### config.mk
export PLATFORM = sky130hd
export DESIGN_NAME = mcu_regport
export DESIGN_NICKNAME = d
export VERILOG_FILES = /design/src/rtl/mcu_regport.sv
export SDC_FILE = /design/constraint.sdc
export NUM_CORES = 1
export LEC_CHECK = 0
export BUFFER_PORTS_ARGS = -buffer_cell sky130_fd_sc_hd__clkbuf_2
export CORE_MARGIN = 5
export CORE_UTILIZATION = 50
export DETAILED_ROUTE_END_ITERATION = 7
export GPL_TIMING_DRIVEN = 0
export PLACE_DENSITY = 0.8
export SLEW_MARGIN = 20
export SYNTH_ARGS = -nofsm -noshare
export SYNTH_HDL_FRONTEND = slang
export SYNTH_SLANG_ARGS = --single-unit
### constraint.sdc
create_clock -name clk -period 2.88 [get_ports clk]
set_clock_uncertainty 0.2 [all_clocks]
set_input_delay 0.432 -clock clk [delete_from_list [all_inputs] [get_ports clk]]
set_output_delay 0.432 -clock clk [all_outputs]
set_load 0.05 [all_outputs]
### src/rtl/mcu_regport.sv
module mcu_regport #(
  parameter int AW       = 7,
  parameter int DW       = 8,
  parameter int NSRC     = 4,
  parameter int SCR_BASE = 8,
  parameter int SCR_N    = 8,
  parameter int BUF_BASE = 64
) (
  input  logic            clk,
  input  logic            rst_n,
  input  logic            cs_pol_strap,
  input  logic            ind_mode_strap,
  input  logic            cs_in,
  input  logic            rd_n,
  input  logic            wr_n,
  input  logic [AW-1:0]   addr,
  input  logic [DW-1:0]   data_i,
  output logic [DW-1:0]   data_o,
  output logic            data_oe,
  input  logic [NSRC-1:0] irq_src,
  output logic            irq_out,
  output logic            wait_n,
  output logic            buf_req,
  output logic            buf_we,
  output logic [$clog2((1<<AW)-BUF_BASE)-1:0] buf_addr,
  output logic [DW-1:0]   buf_wdata,
  input  logic [DW-1:0]   buf_rdata,
  input  logic            buf_ack
);
  localparam int BW = $clog2((1<<AW)-BUF_BASE);
  localparam int IW = $clog2(SCR_N);
  localparam logic [AW-1:0] A_CTRL = AW'(0);
  localparam logic [AW-1:0] A_EN   = AW'(1);
  localparam logic [AW-1:0] A_FLG  = AW'(2);
  localparam logic [AW-1:0] A_SLO  = AW'(SCR_BASE);
  localparam logic [AW-1:0] A_SHI  = AW'(SCR_BASE + SCR_N - 1);
  localparam logic [AW-1:0] A_BUF  = AW'(BUF_BASE);

  logic            cs_act, rd_act, wr_act, rd_q, wr_q, rd_end, wr_end;
  logic            ptr_acc, buf_hit, scr_hit, buf_done, wr_reg_end;
  logic [AW-1:0]   ptr, eff;
  logic [IW-1:0]   sidx;
  logic            pol;
  logic [NSRC-1:0] en, flags, wclr;
  logic [DW-1:0]   buf_q, rd_val;
  logic [DW-1:0]   scr [SCR_N];

  assign cs_act  = cs_pol_strap ? ~cs_in : cs_in;
  assign rd_act  = cs_act & ~rd_n;
  assign wr_act  = cs_act & ~wr_n;
  assign rd_end  = rd_q & cs_act & rd_n;
  assign wr_end  = wr_q & cs_act & wr_n;
  assign ptr_acc = ind_mode_strap & ~addr[0];
  assign eff     = ind_mode_strap ? ptr : addr;
  assign buf_hit = ~ptr_acc & (eff >= A_BUF);
  assign scr_hit = ~ptr_acc & (eff >= A_SLO) & (eff <= A_SHI);
  assign sidx    = IW'(eff - A_SLO);
  assign wr_reg_end = wr_end & ~ptr_acc & ~buf_hit;

  assign buf_req   = buf_hit & (rd_act | wr_act) & ~buf_done;
  assign buf_we    = wr_act;
  assign buf_addr  = BW'(eff - A_BUF);
  assign buf_wdata = data_i;
  assign wait_n    = ~buf_req;

  assign data_oe = rd_act;
  assign data_o  = rd_act ? rd_val : '0;
  assign irq_out = pol ? |(flags & en) : ~|(flags & en);
  assign wclr    = (wr_reg_end && eff == A_FLG) ? data_i[NSRC-1:0] : '0;

  always_comb begin
    rd_val = '0;
    if (ptr_acc)             rd_val = DW'(ptr);
    else if (buf_hit)        rd_val = buf_q;
    else if (scr_hit)        rd_val = scr[sidx];
    else if (eff == A_CTRL)  rd_val = DW'(pol);
    else if (eff == A_EN)    rd_val = DW'(en);
    else if (eff == A_FLG)   rd_val = DW'(flags);
  end

  always_ff @(posedge clk or negedge rst_n) begin
    if (!rst_n) begin
      rd_q     <= 1'b0;
      wr_q     <= 1'b0;
      buf_done <= 1'b0;
      buf_q    <= '0;
    end else begin
      rd_q <= rd_act;
      wr_q <= wr_act;
      if (!(rd_act | wr_act))  buf_done <= 1'b0;
      else if (buf_req & buf_ack) buf_done <= 1'b1;
      if (buf_req & buf_ack) buf_q <= buf_rdata;
    end
  end

  always_ff @(posedge clk or negedge rst_n) begin
    if (!rst_n) begin
      ptr <= '0;
    end else if (ind_mode_strap) begin
      if (wr_end & ptr_acc)                 ptr <= data_i[AW-1:0];
      else if ((wr_end | rd_end) & ~ptr_acc) ptr <= ptr + 1'b1;
    end
  end

  always_ff @(posedge clk or negedge rst_n) begin
    if (!rst_n) begin
      pol   <= 1'b0;
      en    <= '0;
      flags <= '0;
    end else begin
      flags <= (flags & ~wclr) | irq_src;
      if (wr_reg_end && eff == A_CTRL) pol <= data_i[0];
      if (wr_reg_end && eff == A_EN)   en  <= data_i[NSRC-1:0];
    end
  end

  for (genvar g = 0; g < SCR_N; g++) begin : g_scr
    always_ff @(posedge clk or negedge rst_n) begin
      if (!rst_n)                                 scr[g] <= '0;
      else if (wr_reg_end && scr_hit && sidx == IW'(g)) scr[g] <= data_i;
    end
  end
endmodule

; Word level (Yosys, flattened, before mapping)
; Cells that the tools add are included.
[classes]
reduce_logical = 18
addsub = 3
muxes = 18
div = 0
order_cmp = 4
n_eq_ne = 10
n_shift = 0
n_bitwise = 32
multipliers = 0
[ops]
columns = op, n
row1 = $mux W8, 7
row2 = $bmux W8 S3, 1
row3 = $mux W7, 3
row4 = $and A1 B1 Y1, 17
row5 = $eq A3 B3 Y1 const B, 4
row6 = $logic_and A1 B1 Y1, 12
row7 = $mux W4, 3
row8 = $and A4 B4 Y4, 2
row9 = $not A1 Y1, 8
row10 = $add A7 B1 Y7 const B, 1
row11 = $eq A7 B1 Y1 const B, 1
row12 = $eq A7 B2 Y1 const B, 1
row13 = $ge A7 B4 Y1 const B, 1
row14 = $ge A7 B7 Y1 const B, 1
row15 = $le A7 B4 Y1 const B, 1
row16 = $logic_not A7 Y1, 1
row17 = $eq A3 B2 Y1 const B, 2
row18 = $sub A6 B1 Y6 const B, 1
row19 = $ge A4 B4 Y1 const B, 1
row20 = $mux W1, 4
row21 = $not A3 Y4, 1
row22 = $not A4 Y4, 1
row23 = $or A4 B4 Y4, 1
row24 = $reduce_or A4 Y1, 1
row25 = 8 further kinds, 9
[word_totals]
rom_bits = 0
mem_count = 0
latchBits = 0
ramBits = 0
output_inout_bits = 27
input_bits = 35
elab_cells = 101
regBits = 91

; Logic depth before layout (Yosys ltp)
[depth]
ltp_word = 11
mapped_depth = 9
depth_no_buf = 7

; Worst setup path before layout
; Ideal clock, no wire load.
[synth_timing]
path_type = input to output
from = input port ind_mode_strap
to = output port data_o[6]
arrival_ps = 2856
slack_ps = -608
path_stages = 6
n_path_buf = 1
required_ps = 2248
path_cell_list = buf_6 > or4_4 > and2_2 > nor3_2 > a31oi_1 > nor3_1
[synth_via]
elab_chain_cells = 10
word_cells_on_any_way = 18
cone_classes = add/sub: 1 / order compare: 3 / mux: 8 / bitwise: 6
[synth_lines]
columns = element, line
row1 = "start, declared", 12  ; input logic ind_mode_strap,
row2 = $mux W7, 54  ; assign eff = ind_mode_strap ? ptr : addr;
row3 = $sub A3 B1 Y3, 57  ; assign sidx = IW'(eff - A_SLO);
row4 = $not A3 Y4 (implied by the code), 75  ; else if (scr_hit) rd_val = scr[sidx];
row5 = $bmux W8 S3, 75
row6 = $mux W8 (implied by the code) (2 in a row), 75
row7 = $mux W8, 75
row8 = $mux W8, 74  ; else if (buf_hit) rd_val = buf_q;
row9 = $mux W8 *, 73  ; if (ptr_acc) rd_val = DW'(ptr);
row10 = $mux W8 *, 67  ; assign data_o = rd_act ? rd_val : '0;
row11 = "end, declared", 18  ; output logic [DW-1:0] data_o,
; Mark *: on every way between the ends. The rest lies on a longest branch, timed or not. The select of a mux whose other input is x is not followed.

; Worst setup path in the final report
[layout_timing]
from = register ptr[5]
to = output port data_o[2]
[layout_via]
elab_chain_cells = 9
word_cells_on_any_way = 17
cone_classes = order compare: 3 / eq/ne: 2 / mux: 8 / bitwise: 3 / reduce/logical: 1
[layout_lines]
columns = element, line
row1 = "start, declared", 41  ; logic [AW-1:0] ptr, eff;
row2 = "start signal, assigned", 100  ; if (wr_end & ptr_acc) ptr <= data_i[AW-1:0];
row3 = "start signal, assigned", 101  ; else if ((wr_end | rd_end) & ~ptr_acc) ptr <= ptr + 1'b1;
row4 = $mux W7 *, 54
row5 = "parallel branches: the longest is 5 deep, another holds $ge A7 B4 Y1", n/a
row6 = $mux W8 *, 74
row7 = $mux W8 *, 73
row8 = $mux W8 *, 67
; Every way passes the cells marked *.

==> qor.yml <==
status: "finished with violations"
failed_checks: "negative setup slack"
power.density_nw_per_um2: 573.4
syn_area_sq_um: 5241
hold-worst-slack_ns: 0.03191
synth-warning-count: 0
diodes: 0
syn_avg_cell_area_sq_um: 11.88
synth-seq-cells: 91
dp_hpwl_mm: 9.677
drv_slew: 0
ys_seq_area_share_pct: 43.45
synthArstFlopShare_pct: 100.0
hold_depth: 2
wirelength_mm: 14.25
ys.flop_type: "dfrtp_1"
first_global_vias: 4242
grt_pass1_wl_mm: 22.69
fin_crit_ns: 2.960
cts_max_path_buffers: 2
final_cell_area_sq_um: 6411
via_per_inst: 6.085
htree_levels: 3
coreArea_sq_um: 10280
overflow: 0
synth_edf_count: 0
post-route-util_pct: 62.38
ant_nets: 0
tns_ns: -0.3711
chipWidth_microns: 112.4
hp-class: "in -> reg"
areaGrowthSynthToFinish_pct: 22.32
power_leakage_nw: 2.991
cp_slowest_cell: "or4b_4"
placed_cell_area_sq_um: 5788
die_h_microns: 112.4
grt.met1_usage_pct: 30.14
drc_errors: 0
yosysUniqueCellTypes: 67
timing.final.crit_share_pct: 102.8
gp_congestion: 0.8932
antenna_found_initial: 0
ioPinCount: 62
die-area_sq_um: 12630
clockRootBuffer: "clkbuf_8"
clkSlewWorstSetupHoldPaths_ns: 0.10
place_inst: 638
cts_made_buffers: 9
cp_top_family: "compound AO/OA/AOI/OAI gates"
wl_per_cell_microns: 20.90
worstSetupStartpointType: "register"
cpPeakStageDelay_ns: 0.58
io_buffers: 61
cts_sinks: 91
critical_path_class: "reg -> out"
worst_pin_slew_ns: 0.7428
r2r_slack_ns: 0.12
drive_gt1_share_pct: 47.25
startpoint: "ptr[5]$_DFFE_PN0P_"
required_ns: 2.25
setup_slack_ns: -0.08014
finalNonFillerCells: 682
ir_worst_vdd_v: 0.0002656
worstPathMaxFanout: 5
drt_pass1_iterations: 5
synthTopCellsByCount: "dfrtp_1 (91), mux2_2 (42), mux2_4 (33)"
cts_tree: "built"
synth_top_area_share_pct: 43.45
vias: 4150
rsz0062_at_grt: "true"
total_power_mw: 3.676
synth.most_common_cell: "dfrtp_1"
grt_max_degree: 92
worstSetupEndpoint: "data_o[2]"
rr_endpoint: "scr[62]$_DFFE_PN0P_"
netlist_top_cells_area: "dfrtp_1 (43%), mux2_4 (9.5%), mux2_2 (9.0%), mux2i_1 (5.3%), o21ai_0 (2.1%)"
reg2reg_from: "ptr[5]$_DFFE_PN0P_"
num-fill-cells: 808
fmax_ghz: 0.3378
fin_nets: 577
finalHoldViolations: 0
synth_top_area_cell: "dfrtp_1"
cap_violations: 0
setup_viol: 8
crit_cells: 6
crit_buf_inv: 1
insertion_delay_ns: 0.37
grtUsageMet2_pct: 37.15
syn-num-nets: 477
grt.busiest_layer: "met2"
num_rows: 37
use_met3_pct: 3.774
crit_chain: "or4b_4 > a2bb2oi_4 > a31o_2 > o221ai_2 > a31oi_2 > buf_8"
synthCells: 441
grt_use_total_pct: 22.52
post-place-ws_ns: -0.5837
reg2reg_depth: 7
max_slew_margin_pct: 50.48
start_util_pct: 51.00
endpoint_kind: "primary output"
cp.arrival_ns: 2.33
drt_iter0_drc: 351
what timing repair did:
action                     CTS  global route
hold endpoints to repair    91             0
setup endpoints to repair    9             8
setup buffers               21             7
resized for setup           45            22
pin swaps                   20             9
hold buffers                 1             0
metal layers:
metal  wire (microns)  share of wire [%]  vias to the layer above
met5                0                  0                        -
met4              382                2.7                        0
met3             1059                7.4                       39
met2             6873                 48                      203
met1             5936                 42                     2073
li1                 -                  -                     1835
cell type report:
| class | instances | area [sq um] | area share, % |
|---|---|---|---|
| sequential | 91 | 2282 | 35.60 |
| tap | 136 | 170.2 | 2.654 |
| multi-input combinational | 309 | 2878 | 44.89 |
| timing repair buffer | 90 | 619.3 | 9.660 |
| inverter | 13 | 48.80 | 0.7611 |
| buffer | 27 | 231.5 | 3.610 |
| clock inverter | 7 | 57.56 | 0.8977 |
| clock buffer | 9 | 123.9 | 1.932 |
worst register-to-register path, stage by stage (launching register included):
cell     delay, ns
dfrtp_2       0.43
or4b_4        0.58
buf_4         0.17
a21oi_4       0.13
buf_4         0.17
nand4_4       0.28
nor2_8        0.36
mux2_4        0.34
cells by family (layout without fill, tap and decap cells):
| logic type | count (synthesis) | count (layout) | synth area share (%) |
|---|---|---|---|
| AOI/OAI and AO/OA | 105 | 105 | 13.73 |
| xor gates and xnor gates | 3 | 3 | 0.5014 |
| adders and majority gates | 1 | 1 | 0.2387 |
| buffers and inverters | 41 | 146 | 4.894 |
| DFF | 91 | 91 | 43.45 |
| muxes | 109 | 109 | 25.33 |
| and+or+nand+nor | 91 | 91 | 11.86 |
how the worst min path moves through the flow:
stage	from	end	slack, ns
6_report	irq_src[0]	flags[0]$_DFF_PN0_	0.03
5_1_grt	irq_src[0]	flags[0]$_DFF_PN0_	0.04
4_1_cts	irq_src[0]	flags[0]$_DFF_PN0_	0.03
3_5_place_dp	scr[59]$_DFFE_PN0P_	scr[59]$_DFFE_PN0P_	0.29
3_3_place_gp	scr[24]$_DFFE_PN0P_	scr[24]$_DFFE_PN0P_	0.26
2_1_floorplan	rst_n	buf_done$_DFFE_PN0P_	-0.06
where the power goes:
part           leakage [nW]  internal, mW  switching, mW  total [mW]
Sequential             1.22          1.37         0.0889        1.46
Combinational          1.68         0.586          0.789        1.37
Clock                0.0938         0.329          0.512       0.842
sequential cells by signal (all words and copies together), names as in the netlist:
register  cells
buf_q         8
ptr           7
scr          64
en            4
wr_q          1
rd_q          1
buf_done      1
pol           1
flags         4
placed cells by master (no fill, tap or decap), types with 3 or more instances in the layout:
cell,netlist,routed
dfrtp_1,91,87
clkbuf_2,0,54
mux2_2,42,42
buf_4,8,36
mux2_4,33,33
mux2i_1,28,25
nand2_1,23,23
o21ai_0,22,20
clkbuf_8,2,16
a21oi_1,19,14
inv_1,12,12
nand3_1,9,9
o211ai_1,8,8
o22ai_1,8,8
buf_8,0,7
nor2_1,9,7
a22oi_1,7,7
a21oi_4,1,5
nor3b_1,7,5
nor3_1,6,5
a21o_1,5,5
a31oi_1,7,5
nor2_4,4,5
mux2_1,5,5
clkdlybuf4s50_2,4,4
clkbuf_1,8,4
o22a_1,4,4
nor2b_1,5,4
nor2_8,4,4
dfrtp_2,0,4
buf_6,2,3
mux2i_4,1,3
o21ai_1,1,3
o221ai_1,5,3
a32oi_1,3,3
(Power assumes the default switching activity.)
